==> config.mk <==
export PLATFORM = sky130hd
export DESIGN_NAME = l2_lookup_decider
export DESIGN_NICKNAME = d
export VERILOG_FILES = /design/src/rtl/l2ld_pkg.sv /design/src/rtl/l2ld_entry_table.sv /design/src/rtl/l2ld_match_eval.sv /design/src/rtl/l2ld_accept_counters.sv /design/src/rtl/l2_lookup_decider.sv
export SDC_FILE = /design/constraint.sdc
export NUM_CORES = 2
export LEC_CHECK = 0
export ABC_CLOCK_PERIOD_IN_PS = 8900
export BUFFER_PORTS_ARGS = -buffer_cell sky130_fd_sc_hd__buf_4
export CORE_ASPECT_RATIO = 0.7
export CORE_MARGIN = 1
export CORE_UTILIZATION = 67
export CTS_CLUSTER_SIZE = 12
export DETAILED_ROUTE_END_ITERATION = 10
export HOLD_SLACK_MARGIN = 0.15
export PLACE_DENSITY_LB_ADDON = 0.2
export RECOVER_POWER = 50
export SLEW_MARGIN = 30
export SYNTH_ARGS = -nofsm -noshare
export SYNTH_HDL_FRONTEND = slang
export SYNTH_SLANG_ARGS = --single-unit
==> constraint.sdc <==
create_clock -name clk -period 8.9 [get_ports clk]
set_clock_uncertainty 0.1 [all_clocks]
set_input_delay 1.335 -clock clk [delete_from_list [all_inputs] [get_ports clk]]
set_output_delay 1.335 -clock clk [all_outputs]
set_load 0.1 [all_outputs]
==> src/rtl/l2ld_pkg.sv <==
package l2ld_pkg;
   typedef enum logic [1:0] {
      MODE_FAIL  = 2'b00,
      MODE_PASS  = 2'b01,
      MODE_MATCH = 2'b10,
      MODE_RSVD  = 2'b11
   } mode_t;
endpackage

==> src/rtl/l2ld_entry_table.sv <==
module l2ld_entry_table
   import l2ld_pkg::*;
#(
   parameter int CODE_W  = 4,
   parameter int SECTORS = 6
) (
   input  logic               clk,
   input  logic               rst_n,
   input  logic               wr_en,
   input  logic [CODE_W-1:0]  wr_code,
   input  mode_t              wr_mode,
   input  logic [SECTORS-1:0] wr_mask,
   input  logic [CODE_W-1:0]  rd_code,
   output mode_t              rd_mode,
   output logic [SECTORS-1:0] rd_mask
);
   localparam int ENTRIES = 1 << CODE_W;

   logic [ENTRIES-1:0][1:0]         mode_vec;
   logic [ENTRIES-1:0][SECTORS-1:0] mask_vec;

   for (genvar e = 0; e < ENTRIES; e++) begin : g_ent
      logic [1:0]         mode_q;
      logic [SECTORS-1:0] mask_q;
      always_ff @(posedge clk or negedge rst_n) begin
         if (!rst_n) begin
            mode_q <= MODE_FAIL;
            mask_q <= '0;
         end else if (wr_en && (wr_code == CODE_W'(e))) begin
            mode_q <= wr_mode;
            mask_q <= wr_mask;
         end
      end
      assign mode_vec[e] = mode_q;
      assign mask_vec[e] = mask_q;
   end

   assign rd_mode = mode_t'(mode_vec[rd_code]);
   assign rd_mask = mask_vec[rd_code];
endmodule

==> src/rtl/l2ld_match_eval.sv <==
module l2ld_match_eval
   import l2ld_pkg::*;
#(
   parameter int SECTORS = 6
) (
   input  mode_t              mode,
   input  logic [SECTORS-1:0] mask,
   input  logic [SECTORS-1:0] l1_sec,
   input  logic [SECTORS-1:0] trk_sec,
   output logic               hit
);
   logic [SECTORS-1:0] pair;

   for (genvar s = 0; s < SECTORS; s++) begin : g_sec
      assign pair[s] = l1_sec[s] & trk_sec[s] & mask[s];
   end

   always_comb begin
      unique case (mode)
         MODE_PASS:  hit = 1'b1;
         MODE_MATCH: hit = |pair;
         default:    hit = 1'b0;
      endcase
   end
endmodule

==> src/rtl/l2ld_accept_counters.sv <==
module l2ld_accept_counters #(
   parameter int CODE_W = 4,
   parameter int CNT_W  = 32
) (
   input  logic              clk,
   input  logic              rst_n,
   input  logic              inc,
   input  logic [CODE_W-1:0] inc_code,
   input  logic              rd,
   input  logic [CODE_W-1:0] rd_code,
   output logic [CNT_W-1:0]  rdata
);
   localparam int ENTRIES = 1 << CODE_W;

   logic [ENTRIES-1:0][CNT_W-1:0] cnt_vec;

   for (genvar c = 0; c < ENTRIES; c++) begin : g_cnt
      logic [CNT_W-1:0] cnt_q;
      logic             bump;
      logic             clr;
      assign bump = inc && (inc_code == CODE_W'(c));
      assign clr  = rd && (rd_code == CODE_W'(c));
      always_ff @(posedge clk or negedge rst_n) begin
         if (!rst_n)    cnt_q <= '0;
         else if (clr)  cnt_q <= bump ? CNT_W'(1) : '0;
         else if (bump) cnt_q <= cnt_q + CNT_W'(1);
      end
      assign cnt_vec[c] = cnt_q;
   end

   always_ff @(posedge clk or negedge rst_n) begin
      if (!rst_n)  rdata <= '0;
      else if (rd) rdata <= cnt_vec[rd_code];
   end
endmodule

==> src/rtl/l2_lookup_decider.sv <==
module l2_lookup_decider
   import l2ld_pkg::*;
#(
   parameter int CODE_W  = 4,
   parameter int SECTORS = 6,
   parameter int CNT_W   = 32
) (
   input  logic               clk,
   input  logic               rst_n,
   input  logic               in_valid,
   input  logic [CODE_W-1:0]  in_code,
   input  logic [SECTORS-1:0] in_l1_sec,
   input  logic [SECTORS-1:0] in_trk_sec,
   input  logic               cfg_we,
   input  logic [CODE_W-1:0]  cfg_code,
   input  logic [1:0]         cfg_mode,
   input  logic [SECTORS-1:0] cfg_mask,
   input  logic               cnt_rd,
   input  logic [CODE_W-1:0]  cnt_code,
   output logic [CNT_W-1:0]   cnt_rdata,
   output logic               accept
);
   if (CODE_W < 1 || CODE_W > 6) begin : g_bad_code
      $error("CODE_W must lie in 1..6");
   end
   if (SECTORS < 1 || SECTORS > 32) begin : g_bad_sec
      $error("SECTORS must lie in 1..32");
   end
   if (CNT_W < 2) begin : g_bad_cnt
      $error("CNT_W must be at least 2");
   end

   mode_t              sel_mode;
   logic [SECTORS-1:0] sel_mask;
   logic               hit;
   logic               take;

   l2ld_entry_table #(.CODE_W(CODE_W), .SECTORS(SECTORS)) u_table (
      .clk     (clk),
      .rst_n   (rst_n),
      .wr_en   (cfg_we),
      .wr_code (cfg_code),
      .wr_mode (mode_t'(cfg_mode)),
      .wr_mask (cfg_mask),
      .rd_code (in_code),
      .rd_mode (sel_mode),
      .rd_mask (sel_mask)
   );

   l2ld_match_eval #(.SECTORS(SECTORS)) u_eval (
      .mode    (sel_mode),
      .mask    (sel_mask),
      .l1_sec  (in_l1_sec),
      .trk_sec (in_trk_sec),
      .hit     (hit)
   );

   assign take = in_valid & hit;

   always_ff @(posedge clk or negedge rst_n) begin
      if (!rst_n) accept <= 1'b0;
      else        accept <= take;
   end

   l2ld_accept_counters #(.CODE_W(CODE_W), .CNT_W(CNT_W)) u_cnt (
      .clk      (clk),
      .rst_n    (rst_n),
      .inc      (take),
      .inc_code (in_code),
      .rd       (cnt_rd),
      .rd_code  (cnt_code),
      .rdata    (cnt_rdata)
   );
endmodule

==> results by group <==
Clocking
  • Resize count post-CTS: 0
  • CTS tree: yes
  • Clk root buf: clkbuf_16
  • Longest Clk Path Bufs: 3
  • Cts hold-fix bufs: 0
  • CTS Buf Count: 70
  • Sink Count: 673
  • Clock Latency Late Sink: 650 ps
  • H-tree depth: 3
  • Clk pin slew, worst setup/hold paths: 50 ps
  • Post-CTS setup buffers: 0

Final layout
  • Layout cells sized above 1: 15.93%
  • Area Growth Syn to Fin: 7.962%
  • Register area: 16,840 µm²
  • Finished Layout Cells: 4,691
  • # fillers: 4,070
  • Multi-input gate area in the final layout: 21,560 µm²
  • Fin nets: 3,905

Synth
  • Syn avg cell area: 10.07 µm²
  • Compound-Gate Fraction of Synth Area: 14.66%
  • XOR/XNOR Fraction of Synth Area: 0.5291%
  • Synth async-reset ratio: 100.0%
  • Register area share after synthesis: 42.39%
  • Largest family of logic cells by synthesized area: simple AND/OR/NAND/NOR gates
  • Dominant synthesized flop cell: dfrtp_1
  • Mux contribution to synthesized area: 16.07%
  • Syn Std Cell Area: 39,730 µm²
  • Synth unique cells: 67
  • FF+latch count, synth: 673
  • Adder-cell share of the synthesized area: 0.5669%
  • Gate count after technology mapping: 3,945
  • Number of flops mapped to enable cells by yosys: 0
  • Simple-gate portion of the synthesized area: 22.03%
  • Synth warn: 0
  • Synthesized Nets: 4,000

Power
  • Clock Power Share: 40.4%
  • VDD IR max: 0.1946 mV
  • Combinational power share: 12.5%
  • Sw frac: 28.12%
  • Power Internal: 5.124 mW
  • Pleak: 16.40 nW
  • Net load switching power: 2.005 mW
  • Reg power frac: 47.1%
  • Power Density: 166.2 nW/µm²

Floorplanning
  • Starting Density: 68.00%
  • Core area: 58,420 µm²
  • Top Ports: 70
  • Die ar.: 60,290 µm²
  • DIE HEIGHT: 205.7 µm
  • Row count: 74
  • Chip Width: 293.0 µm

Placement
  • # placed instances: 4,573
  • # port buffers: 69
  • Final GP Congestion: 1.008
  • Post-DP HPWL: 87,060 µm

Route
  • Drt drc: 2
  • Detailed Routing Iterations Pass 1: 11
  • Wire per inst: 27.05 µm
  • Post-route ant nets: 0
  • Final WL: 126,900 µm
  • Drt initial violations: 5,425
  • Via density per instance: 7.626
  • Vias: 35,770

GRT
  • First-pass GRT wire length: 195,200 µm
  • Largest net degree at the start of global routing: 260
  • GRT Resource Usage Total: 42.58%
  • Grt ovf: 0
  • Vias in the first global route: 32,580
  • Antenna violations before repair: 9

Timing
  • Final hold slack: 402.0 ps
  • Setup TNS: 0 ps
  • Worst slew pin tran: 5912 ps
  • Slew HR: -294.1%
  • Slew Limit Fails: 104
  • Final min period: 6294 ps
  • Unrepaired setup endpoints after global routing: no
  • Max Clk Rate: 158.9 MHz
  • Fin. Hold Viols: 0
  • Final period utilization: 70.72%
  • Final Setup Violations: 0

Min path
  • Hold Path Origin: u_table.g_ent[4].mask_q[3]
  • Hold Crit Class: register to register
  • Hold Crit Depth: 1

Setup path
  • Worst path max stage delay: 4050 ps
  • Worst EP required: 8100 ps
  • Critical path endpoint category: async pin
  • Stages on worst setup path: 1
  • Critical path class: primary input to async pin
  • Critical path buffers and inverters: 1
  • Worst-case reg-to-reg path depth: 10
  • Slowest cell on crit path: clkbuf_1
  • Worst setup path startpoint: rst_n
  • Cell family with most CP delay: buffers and inverters
  • Critical path arrival: 5490 ps
  • CP Cell Sequence: clkbuf_1
  • Worst-path fanout max: 103
  • Worst r2r src: u_table.g_ent[15].mode_q[0]
  • Critical path startpoint category: primary input

Run
  • Max-Cap Viols: 1

Run status
  • Outcome: complete, but fails checks
  • Failing checks: design-rule violations, max-capacitance violations, max-slew violations
kinds of logic (layout without fill, tap and decap cells):
| family | after synthesis | in the layout |
|---|---|---|
| AOI/OAI and AO/OA | 950 | 950 |
| xor gates and xnor gates | 24 | 24 |
| adders and majority gates | 18 | 18 |
| buffers and inverters | 365 | 311 |
| DFF | 673 | 673 |
| muxes | 390 | 390 |
| other | 0 | 2 |
| and+or+nand+nor | 1525 | 1525 |
cell usage in the layout (no fill, tap or decap), drive strengths merged, types with 11 or more instances in the layout:
cell type	netlist	layout
a21oi	432	432
and2	21	21
and3	84	84
and4	46	46
buf	94	128
clkbuf	205	104
dfrtp	673	673
ha	18	18
inv	66	72
mux2	160	160
mux2i	48	48
mux4	182	182
nand2	292	292
nand2b	35	35
nand3	235	235
nand4	139	139
nand4b	13	13
nor2	119	119
nor2b	11	11
nor3	45	45
nor4	29	29
o211ai	14	14
o21a	15	15
o21ai	138	138
o31a	12	12
o31ai	270	270
o41ai	18	18
or2	14	14
or3	132	132
or4	287	287
xnor2	19	19
power groups by stage:
stage / combinational (mW) / sequential (mW) / clock, mW
finish: 0.892 / 3.36 / 2.88
global route: 0.945 / 3.37 / 3.01
CTS: 0.874 / 3.35 / 2.89
detailed placement: 0.867 / 3.40 / 0
global placement: 0.837 / 3.39 / 0
floorplan: 0.579 / 3.38 / 0
synthesized netlist by cell type (all sizes together) (48+ instances only):
cell	instances	share of area, %
a21oi	432	5.4
mux2	160	4.5
dfrtp	673	42
nand2	292	2.8
o21ai	138	1.7
o31ai	270	5.1
mux4	182	10
and3	84	1.3
nor2	119	1.1
clkbuf	205	1.9
mux2i	48	1.2
inv	66	0.62
buf	94	1.2
nand3	235	3.0
or3	132	2.1
or4	287	5.4
nand4	139	2.2
metal layers:
metal  track usage [%]  vias to the layer above  share of wire, %
met5                 0                        -             0.066
met4             16.77                       12               4.1
met3             17.31                      354                16
met2             58.18                     2525                41
met1             60.33                    17600                38
li1                  -                    15280                 -
metrics by stage:
step	utilization, %	power (mW)	cell area, µm²	setup WS (ps)
floorplan	-	3.955	39730	3675
global placement	69.61	4.225	40670	2902
detailed placement	69.66	4.266	40700	2990
CTS	73.30	7.111	42820	3634
global route	73.41	7.322	42890	1690
finish	73.41	7.128	42890	2606
flip-flops by register name, summed over array words and instances, names as in the netlist:
signal	count
accept	1
u_table.g_ent.mask_q	96
u_table.g_ent.mode_q	32
u_cnt.rdata	32
u_cnt.g_cnt.cnt_q	512
path summary, 6_finish.rpt:
kind,slack [ps],to
worst max-delay path,2610,u_cnt.g_cnt[9].cnt_q[6]
worst min-delay path,400,u_table.g_ent[4].mask_q[3]
worst max register to register,4260,u_cnt.g_cnt[0].cnt_q[2]
worst min register to register,400,u_table.g_ent[4].mask_q[3]
max in group clk,3350,u_cnt.g_cnt[0].cnt_q[2]
min in group asynchronous,2780,u_cnt.g_cnt[9].cnt_q[21]
cell type report:
type,count,share of cell area [%]
antenna,2,0.01167
tap,798,2.328
timing repair buffer,132,2.585
multi-input combinational,2907,50.27
clock buffer,100,4.557
inverter,66,0.5834
clock inverter,13,0.3996
sequential,673,39.27
No activity file was read; power rests on OpenSTA's default activity.
